`config.mk`:
```
export PLATFORM = sky130hd
export DESIGN_NAME = sync_pulse_gen
export DESIGN_NICKNAME = d
export VERILOG_FILES = /design/src/rtl/sync_pkg.sv /design/src/rtl/sync_rst_sync.sv /design/src/rtl/sync_period_counter.sv /design/src/rtl/sync_handshake.sv /design/src/rtl/sync_bank_switch.sv /design/src/rtl/sync_pulse_gen.sv
export SDC_FILE = /design/constraint.sdc
export NUM_CORES = 1
export LEC_CHECK = 0
export BUFFER_PORTS_ARGS = -buffer_cell sky130_fd_sc_hd__buf_2
export CAP_MARGIN = 40
export CELL_PAD_IN_SITES_DETAIL_PLACEMENT = 0
export CELL_PAD_IN_SITES_GLOBAL_PLACEMENT = 1
export CORE_MARGIN = 4
export CORE_UTILIZATION = 30
export CTS_CLUSTER_SIZE = 14
export DETAILED_ROUTE_END_ITERATION = 16
export HOLD_SLACK_MARGIN = 0.03
export PLACE_DENSITY = 0.7
export SLEW_MARGIN = 20
export SYNTH_ARGS = -nofsm -noshare
export SYNTH_HDL_FRONTEND = slang
export SYNTH_SLANG_ARGS = --single-unit
```
`constraint.sdc`:
```
create_clock -name clk -period 3.4 [get_ports clk]
set_clock_uncertainty 0.1 [all_clocks]
set_input_delay 0.68 -clock clk [delete_from_list [all_inputs] [get_ports clk]]
set_output_delay 0.68 -clock clk [all_outputs]
set_load 0.05 [all_outputs]
```
`src/rtl/sync_pkg.sv`:
```
package sync_pkg;
  localparam int unsigned REG_W      = 32;
  localparam int unsigned PERIOD_LSB = 0;
  localparam int unsigned PERIOD_W   = 15;
  localparam int unsigned HS_BIT     = 15;
  localparam int unsigned ARM_LSB    = 16;
  localparam int unsigned ARM_SLOTS  = 4;
  localparam int unsigned GO_BIT     = 24;
endpackage

```
`src/rtl/sync_rst_sync.sv`:
```
module sync_rst_sync (
  input  logic clk,
  input  logic rst_n,
  output logic rst_n_sync
);
  logic [1:0] stage_q;

  always_ff @(posedge clk or negedge rst_n) begin
    if (!rst_n) stage_q <= 2'b00;
    else        stage_q <= {stage_q[0], 1'b1};
  end

  assign rst_n_sync = stage_q[1];
endmodule

```
`src/rtl/sync_period_counter.sv`:
```
module sync_period_counter #(
  parameter int unsigned PW           = 15,
  parameter int unsigned RESET_PERIOD = 5999
) (
  input  logic          clk,
  input  logic          rst_n,
  input  logic          wr_en,
  input  logic [PW-1:0] wr_period,
  output logic [PW-1:0] period,
  output logic          sync_pt
);
  localparam logic [PW-1:0] RST_VAL = PW'(RESET_PERIOD);

  logic [PW-1:0] period_q, period_d;
  logic [PW-1:0] cnt_q, cnt_d;
  logic          at_zero;

  assign at_zero = (cnt_q == '0);

  // next state: reload on zero with the period held before this edge
  always_comb begin
    period_d = period_q;
    if (wr_en) period_d = wr_period;
    if (at_zero) cnt_d = period_q;
    else         cnt_d = cnt_q - PW'(1);
  end

  always_ff @(posedge clk or negedge rst_n) begin
    if (!rst_n) begin
      period_q <= RST_VAL;
      cnt_q    <= RST_VAL;
    end else begin
      period_q <= period_d;
      cnt_q    <= cnt_d;
    end
  end

  assign period  = period_q;
  assign sync_pt = at_zero;
endmodule

```
`src/rtl/sync_handshake.sv`:
```
module sync_handshake (
  input  logic clk,
  input  logic rst_n,
  input  logic set_req,
  input  logic link_any,
  input  logic sync_pt,
  output logic hs
);
  logic hs_q, hs_d;
  logic seen_q, seen_d;

  always_comb begin
    hs_d   = hs_q;
    seen_d = seen_q;
    if (hs_q) begin
      if (sync_pt && (seen_q || link_any)) begin
        hs_d   = 1'b0;
        seen_d = 1'b0;
      end else if (link_any) begin
        seen_d = 1'b1;
      end
    end
    if (set_req && !hs_q) begin
      hs_d   = 1'b1;
      seen_d = 1'b0;
    end
  end

  always_ff @(posedge clk or negedge rst_n) begin
    if (!rst_n) begin
      hs_q   <= 1'b0;
      seen_q <= 1'b0;
    end else begin
      hs_q   <= hs_d;
      seen_q <= seen_d;
    end
  end

  assign hs = hs_q;
endmodule

```
`src/rtl/sync_bank_switch.sv`:
```
module sync_bank_switch #(
  parameter int unsigned NL = 4
) (
  input  logic          clk,
  input  logic          rst_n,
  input  logic          wr_en,
  input  logic          wr_go,
  input  logic [NL-1:0] wr_arm,
  input  logic          sync_pt,
  output logic [NL-1:0] arm,
  output logic          go,
  output logic [NL-1:0] bank_sw
);
  logic [NL-1:0] arm_q, arm_d;
  logic [NL-1:0] pend_q, pend_d;
  logic          go_q, go_d;
  logic          fire;

  assign fire = sync_pt && go_q;

  always_comb begin
    arm_d  = arm_q;
    pend_d = pend_q;
    go_d   = go_q;
    if (fire) begin
      go_d   = 1'b0;
      pend_d = '0;
    end
    if (wr_en) begin
      if (wr_go) begin
        arm_d  = '0;
        go_d   = 1'b1;
        pend_d = wr_arm;
      end else begin
        arm_d = wr_arm;
      end
    end
  end

  always_ff @(posedge clk or negedge rst_n) begin
    if (!rst_n) begin
      arm_q  <= '0;
      pend_q <= '0;
      go_q   <= 1'b0;
    end else begin
      arm_q  <= arm_d;
      pend_q <= pend_d;
      go_q   <= go_d;
    end
  end

  for (genvar i = 0; i < NL; i++) begin : g_strobe
    assign bank_sw[i] = fire & pend_q[i];
  end

  assign arm = arm_q;
  assign go  = go_q;
endmodule

```
`src/rtl/sync_pulse_gen.sv`:
```
module sync_pulse_gen #(
  parameter int unsigned NUM_LINKS    = 4,
  parameter int unsigned RESET_PERIOD = 5999
) (
  input  logic                 clk,
  input  logic                 rst_n,
  input  logic                 reg_wr,
  input  logic [31:0]          reg_wdata,
  output logic [31:0]          reg_rdata,
  input  logic [NUM_LINKS-1:0] link_active,
  output logic                 sync_pt,
  output logic [NUM_LINKS-1:0] bank_sw
);
  import sync_pkg::*;

  logic                 rst_n_sync;
  logic [PERIOD_W-1:0]  period;
  logic                 hs;
  logic                 go;
  logic [NUM_LINKS-1:0] arm;
  logic [ARM_SLOTS-1:0] arm_rd;
  logic                 unused_wbits;

  sync_rst_sync u_rst (
    .clk        (clk),
    .rst_n      (rst_n),
    .rst_n_sync (rst_n_sync)
  );

  sync_period_counter #(.PW(PERIOD_W), .RESET_PERIOD(RESET_PERIOD)) u_cnt (
    .clk       (clk),
    .rst_n     (rst_n_sync),
    .wr_en     (reg_wr),
    .wr_period (reg_wdata[PERIOD_LSB +: PERIOD_W]),
    .period    (period),
    .sync_pt   (sync_pt)
  );

  sync_handshake u_hs (
    .clk      (clk),
    .rst_n    (rst_n_sync),
    .set_req  (reg_wr && reg_wdata[HS_BIT]),
    .link_any (|link_active),
    .sync_pt  (sync_pt),
    .hs       (hs)
  );

  sync_bank_switch #(.NL(NUM_LINKS)) u_bank (
    .clk     (clk),
    .rst_n   (rst_n_sync),
    .wr_en   (reg_wr),
    .wr_go   (reg_wdata[GO_BIT]),
    .wr_arm  (reg_wdata[ARM_LSB +: NUM_LINKS]),
    .sync_pt (sync_pt),
    .arm     (arm),
    .go      (go),
    .bank_sw (bank_sw)
  );

  if (NUM_LINKS < ARM_SLOTS) begin : g_arm_pad
    assign arm_rd = {{(ARM_SLOTS-NUM_LINKS){1'b0}}, arm};
  end else begin : g_arm_full
    assign arm_rd = arm;
  end

  // bit 24 release, 19:16 arm, 15 handshake, 14:0 period
  assign reg_rdata = {7'b0, go, 4'b0, arm_rd, hs, period};

  assign unused_wbits = ^{reg_wdata[31:25], reg_wdata[23:20]};
endmodule

```
---- After elaboration in Yosys (flattened, before gate mapping) ----
Index checks and enable logic that the tools add are counted.
word-level totals
  flip-flop bits (word level) ............. 43
  input port bits ......................... 39
operators by class
  reduce and logical (&&, ||, !) cells .... 11
  mux-type cells .......................... 15
  add/subtract/negate cells ............... 1
  bitwise gates (word level) .............. 4
operators with widths
  kind                   number
  $mux 4                 4
  $logic_not 15->1       1
  $mux 15                1
  $sub 15x1->15 const B  1
  $mux 1                 10
  $and 1x1->1            4
  $logic_and 1x1->1      4
  $reduce_or 4->1        1
  $reduce_bool 3->1      1
  $reduce_and 2->1       1
  $reduce_bool 2->1      1
  $logic_not 1->1        1
  $logic_or 1x1->1       1

---- Depth between registers and ports, before layout ----
Gate-level depths: netlist of the first run.
  depth in word-level cells ............... 6
  mapped depth ............................ 7
  depth with buffers taken out ............ 7

---- Hierarchy ----
A second synthesis of the first run with hierarchy kept.
unflattened totals
  cell total of the unflattened synthesis .. 164
  area total of the unflattened synthesis .. 2110.8 µm²
by module, submodules not included
  module               sequential area each (µm²)  cells an instance  area an instance (µm²)  instances
  sync_period_counter  775.7                       108                1482.7                  1
  sync_bank_switch     225.2                       30                 379.1                   1
  sync_pulse_gen       0.0                         16                 115.1                   1
  sync_handshake       50.0                        7                  80.1                    1
  sync_rst_sync        50.0                        3                  53.8                    1

---- Worst setup path after synthesis of the first run ----
No wires, ideal clock.
  kind .................................... register to output
  start point ............................. register u_cnt.cnt_q[0]
  end point ............................... output bank_sw[0]
  path slack .............................. 0.461 ns
  cell stages (with the launch flop) ...... 8
  data arrival time ....................... 2.159 ns
  cells stage by stage .................... dfstp_2 -> inv_1 -> ha_1 -> or4b_4 -> or3_1 -> buf_4 -> nor3_4 -> and2_1
on the way
  longest elaborated chain between the ends .. 3
RTL lines
  what                    line                       RTL
  start, declared         sync_period_counter.sv:15  logic [PW-1:0] cnt_q, cnt_d;
  start signal, assigned  sync_period_counter.sv:34  cnt_q <= cnt_d;
  $logic_not 15->1        sync_period_counter.sv:18  assign at_zero = (cnt_q == '0);
  $logic_and 1x1->1       sync_bank_switch.sv:19     assign fire = sync_pt && go_q;
  $and 1x1->1             sync_bank_switch.sv:53     assign bank_sw[i] = fire & pend_q[i];
  end, declared           sync_pulse_gen.sv:12       output logic [NUM_LINKS-1:0] bank_sw
Every way passes these cells.

---- Worst setup path after layout of the first run ----
  start point ............................. register u_cnt.cnt_q[0]
  end point ............................... output bank_sw[3]
Same word-level chain as after synthesis.

==> flow_metrics.env, run 1 <==
export IMPL_rows=30
export IMPL_die_x_um=91.8
export IMPL_grt_max_degree=36
export IMPL_crit_type="flop to output pin"
export IMPL_totalWireLength_um=4610
export IMPL_ios=76
export IMPL_async_flop_share_pct=100
export IMPL_synth_edf_count=0
export IMPL_synth_area_leaders="dfrtp_1, dfstp_2, mux2_2"
export IMPL_fin_crit_ns=3.25
export IMPL_drt_first_pass_iters=4
export IMPL_grt_pass1_wl_um=7710
export IMPL_synth_area_per_cell_um2=10.9
export IMPL_antenna_found_initial=0
export IMPL_leakagePower_uw=0.00114
export IMPL_place_congestion=0.762
export IMPL_grt_ovfl_total=0
export IMPL_hpwl_um=3370
export IMPL_end_kind="output pin"
export IMPL_worst_pin_slew_ns=0.575
export IMPL_drc=0
export IMPL_h_tree_depth=2
export IMPL_cp_arrival_ns=2.47
export IMPL_maxSlewHeadroom_pct=61.7
export IMPL_start_kind="flop"
export IMPL_nets=296
export IMPL_vdd_drop_max_uv=201
export IMPL_ant_nets=0
export IMPL_drive_gt1_share_pct=44.1
export IMPL_portBuffers=53
export IMPL_syn_inst=194
export IMPL_core_um2=6790
export IMPL_finalSetupViolations=0
export IMPL_ys_warn_count=0
export IMPL_fmax_mhz=308
export IMPL_hp_class="input pin to async pin"
export IMPL_yosys_area_top_type="dfrtp_1"
export IMPL_status="complete, no violations"
export IMPL_yosysSeqAreaShare_pct=52.3
export IMPL_area_delta_synth_final_pct=21.6
export IMPL_maxCapViolCount=0
export IMPL_cts_buffer_depth=2
export IMPL_ys_types=38
export IMPL_required_ns=2.62
export IMPL_fin_tns_setup_ns=0
export IMPL_synth_top_cell_area_share_pct=27.3
export IMPL_initial_core_util_pct=31.0
export IMPL_path_max_fanout=8
export IMPL_ctsHoldBuffers=1
export IMPL_setup_ws_ns=0.150
export IMPL_antenna_cells=0
export IMPL_synth_mux_area_share_pct=11.2
export IMPL_clkLatencyLatePin_ns=0.29
export IMPL_cp_slowest_cell="or4b_4"
export IMPL_yosys_area_share_simple_pct=16.4
export IMPL_synth_compound_area_share_pct=7.42
export IMPL_ctsResizeCount=0
export IMPL_clock_sinks=43
export IMPL_ys_flop_type="dfrtp_1"
export IMPL_rsz0062_at_grt="false"
export IMPL_route_detailed_wl_per_inst_um=13.1
export IMPL_cts_setup_buffers=0
export IMPL_slew_violations=0
export IMPL_path_clk_slew_ns=0.08
export IMPL_grt_usage_pct=11.5
export IMPL_synthesis_area_um2=2110
export IMPL_cts_buffers=5
export IMPL_grt_pass1_vias=1568
export IMPL_root_buffer="clkbuf_8"
export IMPL_place_ws_ns=0.484
export IMPL_path_cells="inv_1 > ha_1 > or4b_4 > or3_1 > nor3_4 > and2_1 > buf_2"
export IMPL_rr_startpoint="u_cnt.cnt_q[0]$_DFF_PN1_"
export IMPL_tritoncts="built"
export IMPL_crit_path_max_incr_delay_ns=0.46
export IMPL_synth_fa_ha_area_share_pct=1.19
export IMPL_die_area_um2=8430
export IMPL_vias=1564
export IMPL_viasPerCell=4.44
export IMPL_drt_iter0_drc=46
export IMPL_post_route_period_util_pct=95.6
export IMPL_die_y_um=91.8
export IMPL_hold_violations=0
export IMPL_powerDensity_nw_per_um2=618
export IMPL_crit_start="u_cnt.cnt_q[0]$_DFF_PN1_"
export IMPL_synth_ff_latch_count=43
export IMPL_synth_xor_area_share_pct=3.74
export IMPL_synth_top_family_by_area="simple AND/OR/NAND/NOR gates"
## cell type report
type / count / area (um2)
fillers: 705 / 4230
flip-flops and latches: 43 / 1100
multi-input cells: 133 / 886
repair buffers: 63 / 340
well taps: 96 / 120
clock buffers: 7 / 76.3
inverters: 9 / 33.8
clock inverters: 1 / 5.00
## logic make-up (layout without fill, tap and decap cells)
logic type | Yosys count | count (layout)
flops | 43 | 43
fa+ha+maj | 2 | 2
buf+inv | 28 | 80
xor+xnor | 9 | 9
mux | 21 | 21
compound gates | 27 | 27
simple gates | 62 | 62
other cells | 2 | 12
## metrics by stage
stage	std cells	hold slack [ns]	util (%)	total power, uW	area, um2
6_report	352	0.0560	37.7	1580	2560
5_1_grt	352	0.0435	37.7	1700	2560
4_1_cts	352	0.0459	37.7	1610	2560
3_5_place_dp	343	0.0121	36.4	1280	2470
3_3_place_gp	342	0.0141	36.3	1270	2470
2_1_floorplan	204	0.231	-	1160	2140
## flip-flops by register name, indices dropped and copies added (netlist names)
signal / cells
u_cnt.cnt_q: 15
u_rst.stage_q: 2
u_cnt.period: 15
u_bank.arm: 4
u_bank.go: 1
u_hs.seen_q: 1
u_hs.hs: 1
u_bank.pend_q: 4
## cells in the mapped netlist, drive strengths merged, types with 5 or more instances
cell	instances
buf	14
nand3	11
xnor2	9
nor2	6
clkbuf	5
inv	9
o21ai	15
dfstp	20
dfrtp	23
nand2	16
nor3	10
mux2	20
## worst max-delay path: cells and delay by family, from the launching register on
kind          cells  cell delay [ns]
fa+ha+maj         1             0.13
buf+inv           2             0.33
flops             1             0.39
simple gates      4             1.32
## where the power goes
part           internal, uW  leakage, uW  total, uW  switching (uW)
sequential              675     0.000483        797             122
combinational           202     0.000615        477             275
clock                   144    0.0000422        309             165
total                  1020      0.00114       1580             562
## layer usage
layer	vias up	share of wire (%)	track usage [%]
li1	763	-	-
met4	0	1.5	3.71
met2	46	46	18.1
met3	6	7.4	4.35
met1	749	46	14.5
met5	-	0	0
## layout by cell type (no fill, tap or decap), types with 2 or more instances in the layout
cell type,count
a21oi_1,3
a31oi_1,2
and2_1,4
and3_1,2
buf_2,54
buf_4,8
clkbuf_1,2
clkbuf_8,5
conb_1,12
dfrtp_1,23
dfstp_2,20
ha_1,2
inv_1,9
mux2_2,20
nand2_1,15
nand3_1,11
nand3b_1,3
nor2_1,6
nor3_1,7
nor3_2,2
nor4_1,2
o21ai_0,15
or4_1,2
xnor2_1,9
## path summary, 6_finish.rpt
kind                                               endpoint  slack, ns  cells after the start
worst max register to register      u_hs.seen_q$_DFFE_PN0P_       1.23                      7
max in group asynchronous         u_cnt.cnt_q[12]$_DFF_PN1_       2.42                      1
worst max-delay path                             bank_sw[3]       0.15                      7
worst min-delay path             u_rst.stage_q[0]$_DFF_PN0_       0.06                      1
min in group clk                 u_rst.stage_q[1]$_DFF_PN0_       0.26                      0
worst min register to register  u_cnt.period[2]$_DFFE_PN1P_       0.25                      0
Note: power is estimated with default switching activity, not from simulation.
==> run 2: changes to the inputs <==
PLACE_DENSITY = 0.73   (was 0.7)
clock period = 2.9 ns   (was 3.4 ns; I/O delays follow)
==> run 2 against run 1 <==
  * Final cell count increased by 1.7%
  * Sequential share of layout area decreased by 1.8 points
  * Combinational power increased by 29%
  * Largest cell class unchanged
  * Sequential cell count unchanged
  * Register-to-register slack got worse by 0.46 ns
  * Clock power increased by 26%
  * Critical path type unchanged
  * Routed wire length increased by 0.93%
  * Final area increased by 4.5%
  * Critical path depth unchanged
  * Power increased by 22%
==> flow_metrics.env, run 2 (same netlist as run 1, synthesis figures left out) <==
export IMPL_route_detailed_wl_per_inst_um=13.0
export IMPL_final_cell_mix="buf_2, dfrtp_1, mux2_2, dfstp_2"
export IMPL_grtUsageMet1_pct=14.2
export IMPL_clock_sinks=43
export IMPL_area_delta_synth_final_pct=27.1
export IMPL_status="complete, no violations"
export IMPL_grt_max_degree=36
export IMPL_grt_busiest_layer="met2"
export IMPL_place_congestion=0.815
export IMPL_maxCapViolCount=0
export IMPL_fmax_mhz=345
export IMPL_worst_pin_slew_ns=0.569
export IMPL_portBuffers=53
export IMPL_nets=302
export IMPL_hp_class="flop to async pin"
export IMPL_clkLatencyLatePin_ns=0.29
export IMPL_final_common_cell="buf_2"
export IMPL_vias=1582
export IMPL_fin_crit_ns=2.89
export IMPL_maxSlewHeadroom_pct=62.1
export IMPL_die_x_um=91.8
export IMPL_finalSetupViolations=0
export IMPL_vdd_drop_max_uv=289
export IMPL_antenna_cells=0
export IMPL_tritoncts="built"
export IMPL_totalWireLength_um=4650
export IMPL_power_total_uw=1930
export IMPL_grt_pass1_vias=1613
export IMPL_met3_usage_pct=3.94
export IMPL_leakagePower_uw=0.00117
export IMPL_viasPerCell=4.42
export IMPL_hpwl_um=3380
export IMPL_switching_power_uw=675
export IMPL_start_kind="flop"
export IMPL_initial_core_util_pct=31.0
export IMPL_crit_type="flop to output pin"
export IMPL_grt_pass1_wl_um=7610
export IMPL_drt_iter0_drc=67
export IMPL_power_frac_seq_pct=48.0
export IMPL_die_y_um=91.8
export IMPL_required_ns=2.22
export IMPL_core_um2=6790
export IMPL_path_max_fanout=5
export IMPL_slew_violations=0
export IMPL_grt_ovfl_total=0
export IMPL_root_buffer="clkbuf_8"
export IMPL_end_kind="output pin"
export IMPL_comb_power_share_pct=31.8
export IMPL_die_area_um2=8430
export IMPL_post_route_period_util_pct=99.8
export IMPL_antenna_found_initial=0
export IMPL_cp_arrival_ns=2.21
export IMPL_gr_usage_met2_pct=18.0
export IMPL_drc=0
export IMPL_path_clk_slew_ns=0.08
export IMPL_drive_gt1_share_pct=48.1
export IMPL_pwr_share_clk_pct=20.1
export IMPL_hold_violations=0
export IMPL_finalNonFillerCells=358
export IMPL_holdWs_ns=0.238
export IMPL_h_tree_depth=2
export IMPL_powerDensity_nw_per_um2=722
export IMPL_placed_cells=345
export IMPL_sw_frac_of_total_pct=34.9
export IMPL_ant_nets=0
export IMPL_ios=76
export IMPL_cts_buffers=5
export IMPL_drt_first_pass_iters=4
export IMPL_rows=30
export IMPL_grt_usage_pct=11.2
export IMPL_rsz0062_at_grt="true"
export IMPL_cts_buffer_depth=2
export IMPL_p_int_uw=1260
## run 2: critical path, cell delays in order, from the launching register on
cell	delay, ns
dfstp_2	0.38
inv_2	0.05
ha_1	0.13
or4b_4	0.46
or3_4	0.36
nor3_4	0.20
and2_1	0.18
buf_6	0.16
## run 2: timing repair
action,CTS,global route
endpoints found under the setup margin,4,5
pin swaps,3,0
resized for setup,15,4
hold buffers,2,0
hold endpoints to repair,3,0
setup buffers,3,0
## run 2: worst paths after layout
path	startpoint	endpoint	slack (ns)	depth (start not counted)
max	u_cnt.cnt_q[0]$_DFF_PN1_	bank_sw[1]	0.006	7
min	u_rst.stage_q[1]$_DFF_PN0_	u_cnt.period[1]$_DFFE_PN1P_	0.24	0
max reg2reg	u_cnt.cnt_q[0]$_DFF_PN1_	u_cnt.cnt_q[14]$_DFF_PN0_	0.77	8
min reg2reg	u_rst.stage_q[1]$_DFF_PN0_	u_cnt.period[1]$_DFFE_PN1P_	0.24	0
max in group asynchronous	u_rst.stage_q[1]$_DFF_PN0_	u_cnt.period[4]$_DFFE_PN0P_	1.94	1
min in group clk	u_rst.stage_q[0]$_DFF_PN0_	u_rst.stage_q[1]$_DFF_PN0_	0.26	0
## run 2: cell type report
cell class,count,area [um2]
well taps,96,120
inverters,9,37.5
fillers,697,4120
clock buffers,7,86.3
clock inverters,1,5.00
multi-input cells,133,898
repair buffers,69,429
flip-flops and latches,43,1100
## run 2: stage by stage
| step | utilization (%) | worst slack, ns | setup TNS [ns] | instance area (um2) |
|---|---|---|---|---|
| floorplan | - | 0.0614 | 0 | 2140 |
| global placement | 36.6 | 0.140 | 0 | 2490 |
| detailed placement | 36.6 | 0.144 | 0 | 2490 |
| CTS | 39.3 | -0.00814 | -0.0105 | 2670 |
| global route | 39.4 | -0.113 | -0.379 | 2680 |
| finish | 39.4 | 0.00562 | 0 | 2680 |
## run 2: per-layer routing
metal / routed length (um) / vias to the layer above
met5: 0 / -
met4: 70 / 0
met3: 314 / 10
met2: 2140 / 55
met1: 2120 / 743
li1: - / 774
## run 2: power groups by stage
stage	Combinational, uW	Clock [uW]	Sequential (uW)
floorplan	372	0	993
CTS	621	407	926
finish	616	389	929
detailed placement	582	0	941
global placement	573	0	939
global route	675	428	955
==> run 3: changes to the inputs <==
PLACE_DENSITY = 0.77   (was 0.73)
==> run 3 against run 2 <==
  * The flow now finishes with violations (negative setup slack)
  * First-iteration DRC count shrank 60%
  * Clock-buffer cell count is 1 lower
  * Clock power up 24%
  * Critical endpoint is now bank_sw[3]
  * Via count is 3.2% higher
  * Sequential share of layout area decreased by 0.60 points
  * Worst setup slack worse by 0.069 ns
  * Non-clock buffer count unchanged
  * Core utilization up 0.63 points
  * Register-to-register slack about the same
  * Sequential power increased by 0.4%
==> flow_metrics.env, run 3 (same netlist as run 1, synthesis figures left out) <==
export IMPL_comb_power_share_pct=30.7
export IMPL_die_x_um=91.8
export IMPL_sw_frac_of_total_pct=33.8
export IMPL_path_clk_slew_ns=0.08
export IMPL_final_cell_mix="buf_2, dfrtp_1, mux2_2, dfstp_2"
export IMPL_setup_ws_ns=-0.0633
export IMPL_pwr_share_clk_pct=23.7
export IMPL_fin_crit_ns=2.96
export IMPL_drive_gt1_share_pct=48.9
export IMPL_rr_startpoint="u_cnt.cnt_q[1]$_DFF_PN1_"
export IMPL_required_ns=2.22
export IMPL_ant_nets=0
export IMPL_core_um2=6790
export IMPL_clkLatencyLatePin_ns=0.30
export IMPL_root_buffer="clkbuf_8"
export IMPL_worst_pin_slew_ns=0.571
export IMPL_grt_ovfl_total=0
export IMPL_die_area_um2=8430
export IMPL_cts_buffers=5
export IMPL_maxCapViolCount=0
export IMPL_area_delta_synth_final_pct=29.1
export IMPL_power_total_uw=2040
export IMPL_hpwl_um=3480
export IMPL_fmax_mhz=337
export IMPL_switching_power_uw=691
export IMPL_power_frac_seq_pct=45.6
export IMPL_grt_pass1_wl_um=8070
export IMPL_totalWireLength_um=4800
export IMPL_grt_usage_pct=12.2
export IMPL_cp_arrival_ns=2.28
export IMPL_holdWs_ns=0.167
export IMPL_slew_violations=0
export IMPL_start_kind="flop"
export IMPL_post_route_period_util_pct=102
export IMPL_rows=30
export IMPL_r2r_end="u_bank.pend_q[1]$_DFF_PN0_"
export IMPL_vias=1632
export IMPL_tritoncts="built"
export IMPL_path_max_fanout=5
export IMPL_violations="negative setup slack"
export IMPL_crit_start="u_cnt.cnt_q[1]$_DFF_PN1_"
export IMPL_grt_max_degree=30
export IMPL_final_common_cell="buf_2"
export IMPL_drc=0
export IMPL_powerDensity_nw_per_um2=752
export IMPL_p_int_uw=1350
export IMPL_portBuffers=53
export IMPL_reg2reg_slack_ns=0.78
export IMPL_hp_class="flop to async pin"
export IMPL_finalSetupViolations=4
export IMPL_end_kind="output pin"
export IMPL_status="complete, but fails checks"
export IMPL_ff2ff_path_depth=7
export IMPL_ios=76
export IMPL_crit_type="flop to output pin"
export IMPL_clock_sinks=43
export IMPL_antenna_found_initial=0
export IMPL_antenna_cells=0
export IMPL_initial_core_util_pct=31.0
export IMPL_maxSlewHeadroom_pct=61.9
export IMPL_place_congestion=0.786
export IMPL_drt_iter0_drc=27
export IMPL_h_tree_depth=2
export IMPL_grt_pass1_vias=1641
export IMPL_hold_violations=0
export IMPL_vdd_drop_max_uv=259
export IMPL_rsz0062_at_grt="true"
export IMPL_viasPerCell=4.56
export IMPL_nets=302
export IMPL_leakagePower_uw=0.00119
export IMPL_cts_buffer_depth=2
export IMPL_route_detailed_wl_per_inst_um=13.4
export IMPL_drt_first_pass_iters=4
export IMPL_die_y_um=91.8
## run 3: layout make-up
cell class,instances,area (um2)
Sequential cell,43,1100
Tap cell,96,120
Timing Repair Buffer,69,447
Inverter,9,37.5
Clock buffer,6,82.6
Clock inverter,2,35.0
Fill cell,680,4070
Multi-Input combinational cell,133,896
## run 3: critical path: stages (launching register included)
cell and delay, ns:
dfstp_2 0.38, inv_2 0.05, ha_1 0.12, or4b_4 0.46, or3_4 0.37, nor3_4 0.26, and2_1 0.19, buf_6 0.16
## run 3: stage by stage
step	TNS (ns)	area (um2)	utilization, %	std cells	setup slack, ns
finish	-0.222	2720	40.0	358	-0.0633
global route	-0.755	2720	40.0	358	-0.201
CTS	-0.299	2710	39.8	358	-0.0831
detailed placement	0	2510	36.9	345	0.106
global placement	0	2480	36.5	344	0.135
floorplan	0	2140	-	204	0.0614
## run 3: power groups by stage
stage	Sequential (uW)	Combinational, uW	Clock (uW)
final	933	628	484
after floorplan	993	372	0
after CTS	932	631	506
after global placement	947	561	0
after global routing	960	683	532
after detailed placement	946	586	0
## run 3: how the worst max path moves through the flow
stage                 end  slack (ns)  cells after the start
4_1_cts        bank_sw[1]       -0.08                      7
5_1_grt        bank_sw[3]       -0.20                      7
6_report       bank_sw[3]       -0.06                      7
3_3_place_gp   bank_sw[3]        0.14                      7
2_1_floorplan  bank_sw[0]        0.06                      7
3_5_place_dp   bank_sw[0]        0.11                      7
## run 3: routing by layer
layer  track usage (%)  wire, um  vias up
met5                 0         0        -
met4              4.46        75        0
met3              3.94       268        6
met2              20.0      2360       39
met1              15.0      2090      809
li1                  -         -      778
## run 3: timing repair
| action | 4_1_cts | 5_1_grt |
|---|---|---|
| setup endpoints to repair | 4 | 5 |
| hold endpoints to repair | 2 | 0 |
| resized for setup | 14 | 4 |
| gates cloned | 0 | 0 |
| pin swaps | 2 | 1 |
| buffers inserted | 4 | 0 |
| hold buffers | 1 | 0 |
